--- config.mk ---
export PLATFORM = sky130hd
export DESIGN_NAME = pci_evt_counters
export DESIGN_NICKNAME = d
export VERILOG_FILES = /design/src/rtl/pci_evt_counters.sv
export SDC_FILE = /design/constraint.sdc
export NUM_CORES = 1
export LEC_CHECK = 0
export BUFFER_PORTS_ARGS = -buffer_cell sky130_fd_sc_hd__buf_2
export CORE_ASPECT_RATIO = 0.7
export CORE_UTILIZATION = 40
export DETAILED_ROUTE_END_ITERATION = 10
export PLACE_DENSITY = 0.63
export SYNTH_ARGS = -nofsm -noshare
export SYNTH_HDL_FRONTEND = slang
export SYNTH_SLANG_ARGS = --single-unit
--- constraint.sdc ---
create_clock -name clk -period 3.8 [get_ports clk]
set_input_delay 0.19 -clock clk [delete_from_list [all_inputs] [get_ports clk]]
set_output_delay 0.19 -clock clk [all_outputs]
set_load 0.02 [all_outputs]
--- src/rtl/pci_evt_counters.sv ---
module pci_evt_counters #(
  parameter int CW = 32
) (
  input  logic          clk,
  input  logic          rst_n,
  input  logic [21:0]   ctl,
  input  logic          bus_frame,
  input  logic          bus_irdy,
  input  logic          bus_trdy,
  input  logic          bus_devsel,
  input  logic          bus_stop,
  input  logic          loc_master,
  input  logic          loc_target,
  input  logic          tgt_mem,
  input  logic          xfer_w64,
  input  logic          dir_out,
  input  logic [1:0]    wr_en,
  input  logic [CW-1:0] wr_data,
  input  logic          irq_clr,
  output logic [CW-1:0] cnt1,
  output logic [CW-1:0] cnt2,
  output logic [1:0]    ovf,
  output logic          irq,
  output logic          evt_pulse,
  output logic          err_inject
);
  localparam logic [CW-1:0] ALL1 = '1;
  localparam logic [CW-1:0] NEAR = {{(CW-1){1'b1}}, 1'b0};

  logic          frame_q;
  logic [CW-1:0] cnt [2];
  logic [3:0]    evc [2];
  logic [3:0]    owc [2];
  logic [1:0]    ev_ok, own_ok, qual_ok, hit, wrap;
  logic [1:0]    mode;

  assign mode   = ctl[17:16];
  assign evc[0] = ctl[3:0];
  assign evc[1] = ctl[11:8];
  assign owc[0] = ctl[7:4];
  assign owc[1] = ctl[15:12];

  always_comb begin
    for (int i = 0; i < 2; i++) begin
      case (evc[i])
        4'd1:    ev_ok[i] = 1'b1;
        4'd2:    ev_ok[i] = bus_frame | bus_irdy | bus_trdy;
        4'd3:    ev_ok[i] = (bus_irdy | bus_trdy) & bus_devsel;
        4'd4:    ev_ok[i] = bus_irdy & bus_trdy;
        4'd5:    ev_ok[i] = bus_irdy & ~bus_trdy & bus_devsel & bus_stop;
        4'd6:    ev_ok[i] = bus_frame & ~frame_q;
        4'd7:    ev_ok[i] = bus_irdy & bus_trdy & bus_devsel & bus_stop;
        default: ev_ok[i] = 1'b0;
      endcase
      case (owc[i])
        4'd0:    own_ok[i] = 1'b1;
        4'd1:    own_ok[i] = ~(loc_master | loc_target);
        4'd2:    own_ok[i] = loc_master | loc_target;
        4'd3:    own_ok[i] = loc_master;
        4'd4:    own_ok[i] = loc_target;
        4'd5:    own_ok[i] = loc_target & ~tgt_mem;
        4'd6:    own_ok[i] = loc_target & tgt_mem;
        default: own_ok[i] = 1'b0;
      endcase
    end
    case (ctl[21:20])
      2'd0:    qual_ok[0] = 1'b1;
      2'd1:    qual_ok[0] = ~xfer_w64;
      2'd2:    qual_ok[0] = xfer_w64;
      default: qual_ok[0] = (dir_out == ctl[18]);
    endcase
    qual_ok[1] = (dir_out == ctl[19]);
  end

  assign hit = ev_ok & own_ok & qual_ok;

  always_comb
    for (int i = 0; i < 2; i++)
      wrap[i] = hit[i] & ~wr_en[i] & (mode != 2'd0) & (cnt[i] == ALL1);

  always_ff @(posedge clk or negedge rst_n) begin
    if (!rst_n) begin
      frame_q    <= 1'b0;
      cnt[0]     <= '0;
      cnt[1]     <= '0;
      ovf        <= '0;
      irq        <= 1'b0;
      evt_pulse  <= 1'b0;
      err_inject <= 1'b0;
    end else begin
      frame_q <= bus_frame;
      for (int i = 0; i < 2; i++) begin
        if (wr_en[i]) begin
          cnt[i] <= wr_data;
          ovf[i] <= 1'b0;
        end else if (hit[i]) begin
          if (mode != 2'd0) cnt[i] <= cnt[i] + 1'b1;
          else if (cnt[i] != ALL1) begin
            cnt[i] <= cnt[i] + 1'b1;
            if (cnt[i] == NEAR) ovf[i] <= 1'b1;
          end
        end
      end
      irq        <= ((mode == 2'd1) & |wrap) | (irq & ~irq_clr);
      evt_pulse  <= (mode == 2'd2) & |wrap;
      err_inject <= (mode == 2'd3) & |wrap;
    end
  end

  assign cnt1 = cnt[0];
  assign cnt2 = cnt[1];

  p_hold_r7: assert property (@(posedge clk) disable iff (!rst_n)
    (mode == 2'd0 && cnt1 == ALL1 && !wr_en[0]) |=> (cnt1 == ALL1));
  p_step_r2: assert property (@(posedge clk) disable iff (!rst_n)
    !wr_en[0] |=> (CW'(cnt1 - $past(cnt1)) <= CW'(1)));
  p_off_r6: assert property (@(posedge clk) disable iff (!rst_n)
    (ctl[3:0] == 4'd0 && !wr_en[0]) |=> $stable(cnt1));
  p_irq_hold_r8: assert property (@(posedge clk) disable iff (!rst_n)
    (irq && !irq_clr) |=> irq);
  p_pulse_mode_r9: assert property (@(posedge clk) disable iff (!rst_n)
    $rose(evt_pulse) |-> ($past(mode) == 2'd2));
  p_err_zero_r10: assert property (@(posedge clk) disable iff (!rst_n)
    err_inject |-> (cnt1 == '0 || cnt2 == '0));
  p_load_r11: assert property (@(posedge clk) disable iff (!rst_n)
    wr_en[1] |=> (cnt2 == $past(wr_data)));
endmodule

### Word-level counts from Yosys, hierarchy flattened

Index checks and enable logic that the tools add are counted.

| operators by class | value |
|---|---|
| $add $sub $neg | 2 |
| equality and inequality tests | 41 |
| multiplexer cells | 23 |
| bitwise logic cells | 35 |
| reduce and logical (&&, ||, !) cells | 17 |

Operators with widths:

| kind | count |
|---|---|
| 2-to-1 mux 32 bit | 8 |
| == test 32 bit, second input constant | 4 |
| adder 32 x 1 -> 32 bit, second input constant | 2 |
| != test 32 bit, second input constant | 2 |
| == test 4 x 3 -> 1 bit, second input constant | 14 |
| == test 4 x 2 -> 1 bit, second input constant | 8 |
| one-hot mux 1 bit (7 select lines) | 4 |
| bitwise AND 1 bit | 20 |
| == test 4 x 1 -> 1 bit, second input constant | 4 |
| nonzero test 2 bit | 7 |
| 2-to-1 mux 1 bit | 10 |
| zero test 4 bit | 2 |
| inverter 1 bit | 8 |
| AND reduction 4 bit | 2 |
| == test 2 bit, second input constant | 3 |
| nonzero test 3 bit | 2 |
| OR 1 bit | 5 |
| bitwise AND 2 bit | 2 |
| == test 2 x 1 -> 1 bit, second input constant | 2 |
| != test 2 bit, second input constant | 2 |
| AND reduction 2 bit | 2 |
| one-hot mux 1 bit (3 select lines) | 1 |
| == test 1 bit | 2 |
| zero test 2 bit | 1 |
| OR reduction 2 bit | 1 |

| storage, ports and cells | value |
|---|---|
| register bits after elaboration | 70 |
| bits of input ports | 69 |
| output and inout bits | 69 |
| word-level logic and storage cells | 126 |

### Longest topological paths before layout

| depth | value |
|---|---|
| word-level depth | 13 |
| mapped depth | 9 |
| mapped depth without buffers | 7 |

### Worst setup path after synthesis

No wires, ideal clock.

| path | value |
|---|---|
| path type | reg-to-reg |
| from | register cnt, in the netlist cnt2[1] |
| to | register cnt, in the netlist cnt2[16] |
| library setup time | 0.094 ns |
| arrival time | 2.725 ns |
| required time | 3.706 ns |
| setup slack | 0.981 ns |
| stages on the path, launching flop included | 10 |
| path buffers | 2 |
| clock period less this slack | 2.819 ns |
| cells stage by stage | dfrtp_1 ha_1 inv_1 or4_4 buf_6 or4_4 buf_6 and3_1 mux2_2 a221oi_2 |

| between the ends | value |
|---|---|
| word-level cells in the longest chain between the ends | 5 |
| elaborated cells between the ends (all ways) | 8 |
| classes of those cells | 1 x add/sub; 1 x eq/ne; 4 x mux; 2 x reduce/logical |

RTL lines:

| what | RTL line | text |
|---|---|---|
| start, declared | 31 | `logic [CW-1:0] cnt [2];` |
| start signal, assigned by index | 94 | `cnt[i] <= wr_data;` |
| start signal, assigned by index | 97 | `if (mode != 2'd0) cnt[i] <= cnt[i] + 1'b1;` |
| start signal, assigned by index | 99 | `cnt[i] <= cnt[i] + 1'b1;` |
| adder 32 x 1 -> 32 bit | 97, 99 |  |
| 2-to-1 mux 32 bit | 98 | `else if (cnt[i] != ALL1) begin` |
| 2-to-1 mux 32 bit | 97 |  |
| 2-to-1 mux 32 bit | 96 | `end else if (hit[i]) begin` |
| 2-to-1 mux 32 bit | 93 | `if (wr_en[i]) begin` |

Several ways; a longest one is shown, not always the timed one. The select of a mux whose other input is x is not followed.
A chain may end at the register's enable or synchronous reset.

### Worst setup path in the final report

| path | value |
|---|---|
| from | register cnt, in the netlist cnt2[0] |
| to | register cnt, in the netlist cnt2[26] |

The elaborated chain is that of the path after synthesis.

==> impl_metrics.py <==
metrics = {
    "power_and_ir_drop": {
        "total_leakage_power_uw": 0.00251,
        "vdd_ir_drop_max_v": 0.000274,
        "powerDensity_nw_per_um2": 379,
    },
    "route": {
        "met2_length_mm": 7.35,
        "drtIter0Drc": 483,
        "vias_per_cell": 6.33,
        "finalWirelength_mm": 17.7,
        "antenna_left": 0,
        "wl_met3_mm": 1.65,
        "wl_per_cell_um": 20.0,
        "vias": 5596,
        "route.detailed.drc": 0,
        "route.top_layer_used": "met5",
        "drt_pass1_iterations": 5,
        "wl_met1_mm": 8.37,
    },
    "hold_path": {
        "hold_depth": 1,
        "hold-path-endpoint": "frame_q$_DFF_PN0_",
        "worstHoldStart": "bus_frame",
        "min_path_type": "in -> reg",
    },
    "synthesis": {
        "synth.top_cell.area_share_pct": 35.2,
        "yosys_warnings": 0,
        "seq_area_frac_synth_pct": 35.2,
        "synth_nets": 670,
        "yosysMostFrequentCell": "dfrtp_1",
        "synth_area_leaders": "dfrtp_1 35%, xnor2_1 4.4%, nand4_1 3.8%",
        "ys_types": 72,
        "synth_flop_cell": "dfrtp_1",
        "synthArstFlopShare_pct": 100,
        "netlist_area_sq_um": 4980,
        "synth-edff-count": 0,
        "syn_area_per_cell_sq_um": 8.35,
        "ys_seq_elements": 70,
        "synth_common_cells": "70 x dfrtp_1, 48 x nand2_1, 44 x nor2_1",
        "synth_top_area_cell": "dfrtp_1",
        "syn_inst": 597,
    },
    "critical_path": {
        "cp.required_ns": 4.06,
        "startpoint": "cnt2[0]$_DFFE_PN0P_",
        "crit_path_end_kind": "flip-flop",
        "reg2reg_depth": 7,
        "critPathLaunchType": "flip-flop",
        "r2r_start": "cnt2[0]$_DFFE_PN0P_",
        "path_max_fanout": 6,
        "worstReg2RegEnd": "cnt2[26]$_DFFE_PN0P_",
        "crit_type": "reg -> reg",
        "arrival_ns": 3.20,
        "worst-r2r-setup-slack_ns": 0.86,
    },
    "final_layout": {
        "n_antenna_cell": 0,
        "nets": 795,
        "fillCellCount": 1169,
        "drive_above_1_share_pct": 25.3,
        "utilization_pct": 51.5,
        "syn2layout_area_growth_pct": 23.4,
    },
    "global_route": {
        "grt_overflow": 0,
        "grt.total_usage_pct": 28.6,
        "grt_pass1_vias": 5227,
        "grt_max_degree": 45,
        "grt_pass1_wl_mm": 28.0,
        "grt_antenna_before_repair": 0,
    },
    "sta": {
        "period_share_pct": 77.4,
        "hold_viol_final": 0,
        "whs_ns": 0.0138,
        "rsz0062_at_grt": "no",
        "period_needed_ns": 2.94,
        "setup_tns_ns": 0,
        "finalMaxSlewViolations": 0,
        "fin_skew_ns": 0.00737,
        "setup_violations": 0,
        "fmax_mhz": 340,
        "slew_headroom_pct": 33.8,
        "tightest_slew_ns": 0.993,
        "setup_ws_ns": 0.860,
    },
    "place": {
        "hpwl_mm": 13.3,
        "io_buffers": 137,
        "place.gp.congestion": 0.974,
        "place_worst_setup_slack_ns": 0.994,
    },
    "floorplanning": {
        "io_pins": 138,
        "start_util_pct": 41.8,
        "die_y_um": 95.4,
        "coreArea_sq_um": 11900,
        "die_area_sq_um": 12900,
        "rows": 33,
        "fp.dieW_um": 135,
    },
    "cts": {
        "clock-sinks": 70,
        "cts_tree": "done",
        "clkTransAtPathRegs_ns": 0.06,
        "cts_hold_buf": 0,
        "h-tree-depth": 3,
        "cts_root_buf": "clkbuf_16",
        "cts_setup_buffers": 0,
        "numCtsBuffers": 9,
        "insertion_delay_ns": 0.34,
        "cts_resized": 0,
        "clockBufferDepth": 2,
    },
    "job": {
        "drv_cap": 0,
    },
    "run_status": {
        "outcome": "complete, no violations",
    },
}
[flip-flops by register name (all words and copies together) (netlist names)]
name,flops
evt_pulse,1
err_inject,1
ovf,2
frame_q,1
cnt2,32
irq,1
cnt1,32
[per-stage QoR]
step                      cells  power (uW)  cell area (sq um)
after floorplan             597        1190               4980
after global placement      868        1400               5830
after detailed placement    868        1410               5830
after CTS                   884        2330               6150
after global routing        884        2420               6150
final                       884        2330               6150
[cells in the final DEF (no fill, tap or decap), types with 4 or more instances in the layout]
cell       Yosys  layout
buf_4          0      15
nor3b_1        4       4
or4_1          9       9
xnor2_1       25      25
and3_1        14      14
clkbuf_16      0       9
a21oi_1       10      10
or3_1          6       6
nor4b_1        5       5
o31ai_1       12      12
a31oi_1       20      20
a2bb2oi_1      7       7
ha_1           4       4
inv_1         26      26
buf_2          1     137
and2_1         6       6
a211o_1        4       4
nand2b_1       7       7
nand3_1       30      30
dfrtp_1       70      70
o21ai_1       21      21
nand4_1       30      30
nor2b_1        4       4
nand3b_1       4       4
nor2_1        44      44
mux2i_1        5       5
nand2_1       48      48
a21o_1         4       4
and4_1        13      13
nor3_1        23      22
or2_2          5       5
o31a_1         4       4
nor4_1        26      26
o21ai_0        4       4
[logic make-up (layout without fill, tap and decap cells)]
family,count (synthesis),after routing,share of synthesized area [%]
buffers and inverters,66,196,5.30
muxes,9,9,1.91
and+or+nand+nor,296,296,33.9
adders and majority gates,4,4,1.00
xor gates and xnor gates,28,28,4.92
DFF,70,70,35.2
AOI/OAI and AO/OA,124,124,17.9
[critical path, cell delays in order, from the launching register on]
cell and delay [ns]:
dfrtp_1 0.43, ha_1 0.25, inv_1 0.17, nor4_1 0.83
nand3_1 0.29, or2_1 0.31, or4_1 0.41, a31oi_1 0.17
[cell type report]
class / instances / area [sq um] / share of cell area [%]
repair buffers: 152 / 798 / 13.0
clock buffers: 12 / 246 / 4.01
flip-flops and latches: 70 / 1750 / 28.5
well taps: 157 / 196 / 3.20
inverters: 28 / 105 / 1.71
clock inverters: 4 / 70.1 / 1.14
multi-input cells: 461 / 2980 / 48.5
[routing by layer]
metal  vias up  global-route usage, %
met4         2                   8.52
met3        32                   7.55
li1       2525                      -
met5         -                   2.78
met2       301                   41.8
met1      2736                   40.8
[worst max path at each step]
stage | end | slack [ns] | depth (start not counted)
2_1_floorplan | cnt2[16]$_DFFE_PN0P_ | 0.98 | 9
3_3_place_gp | cnt2[31]$_DFFE_PN0P_ | 1.03 | 8
3_5_place_dp | cnt2[16]$_DFFE_PN0P_ | 0.99 | 7
4_1_cts | cnt2[16]$_DFFE_PN0P_ | 0.97 | 7
5_1_grt | cnt2[26]$_DFFE_PN0P_ | 0.77 | 7
6_report | cnt2[26]$_DFFE_PN0P_ | 0.86 | 7
[power breakdown]
| part | switching, uW | internal, uW | total (uW) |
|---|---|---|---|
| Clock | 330 | 591 | 921 |
| Combinational | 311 | 185 | 496 |
| Sequential | 103 | 810 | 913 |
No activity file was read; power rests on OpenSTA's default activity.
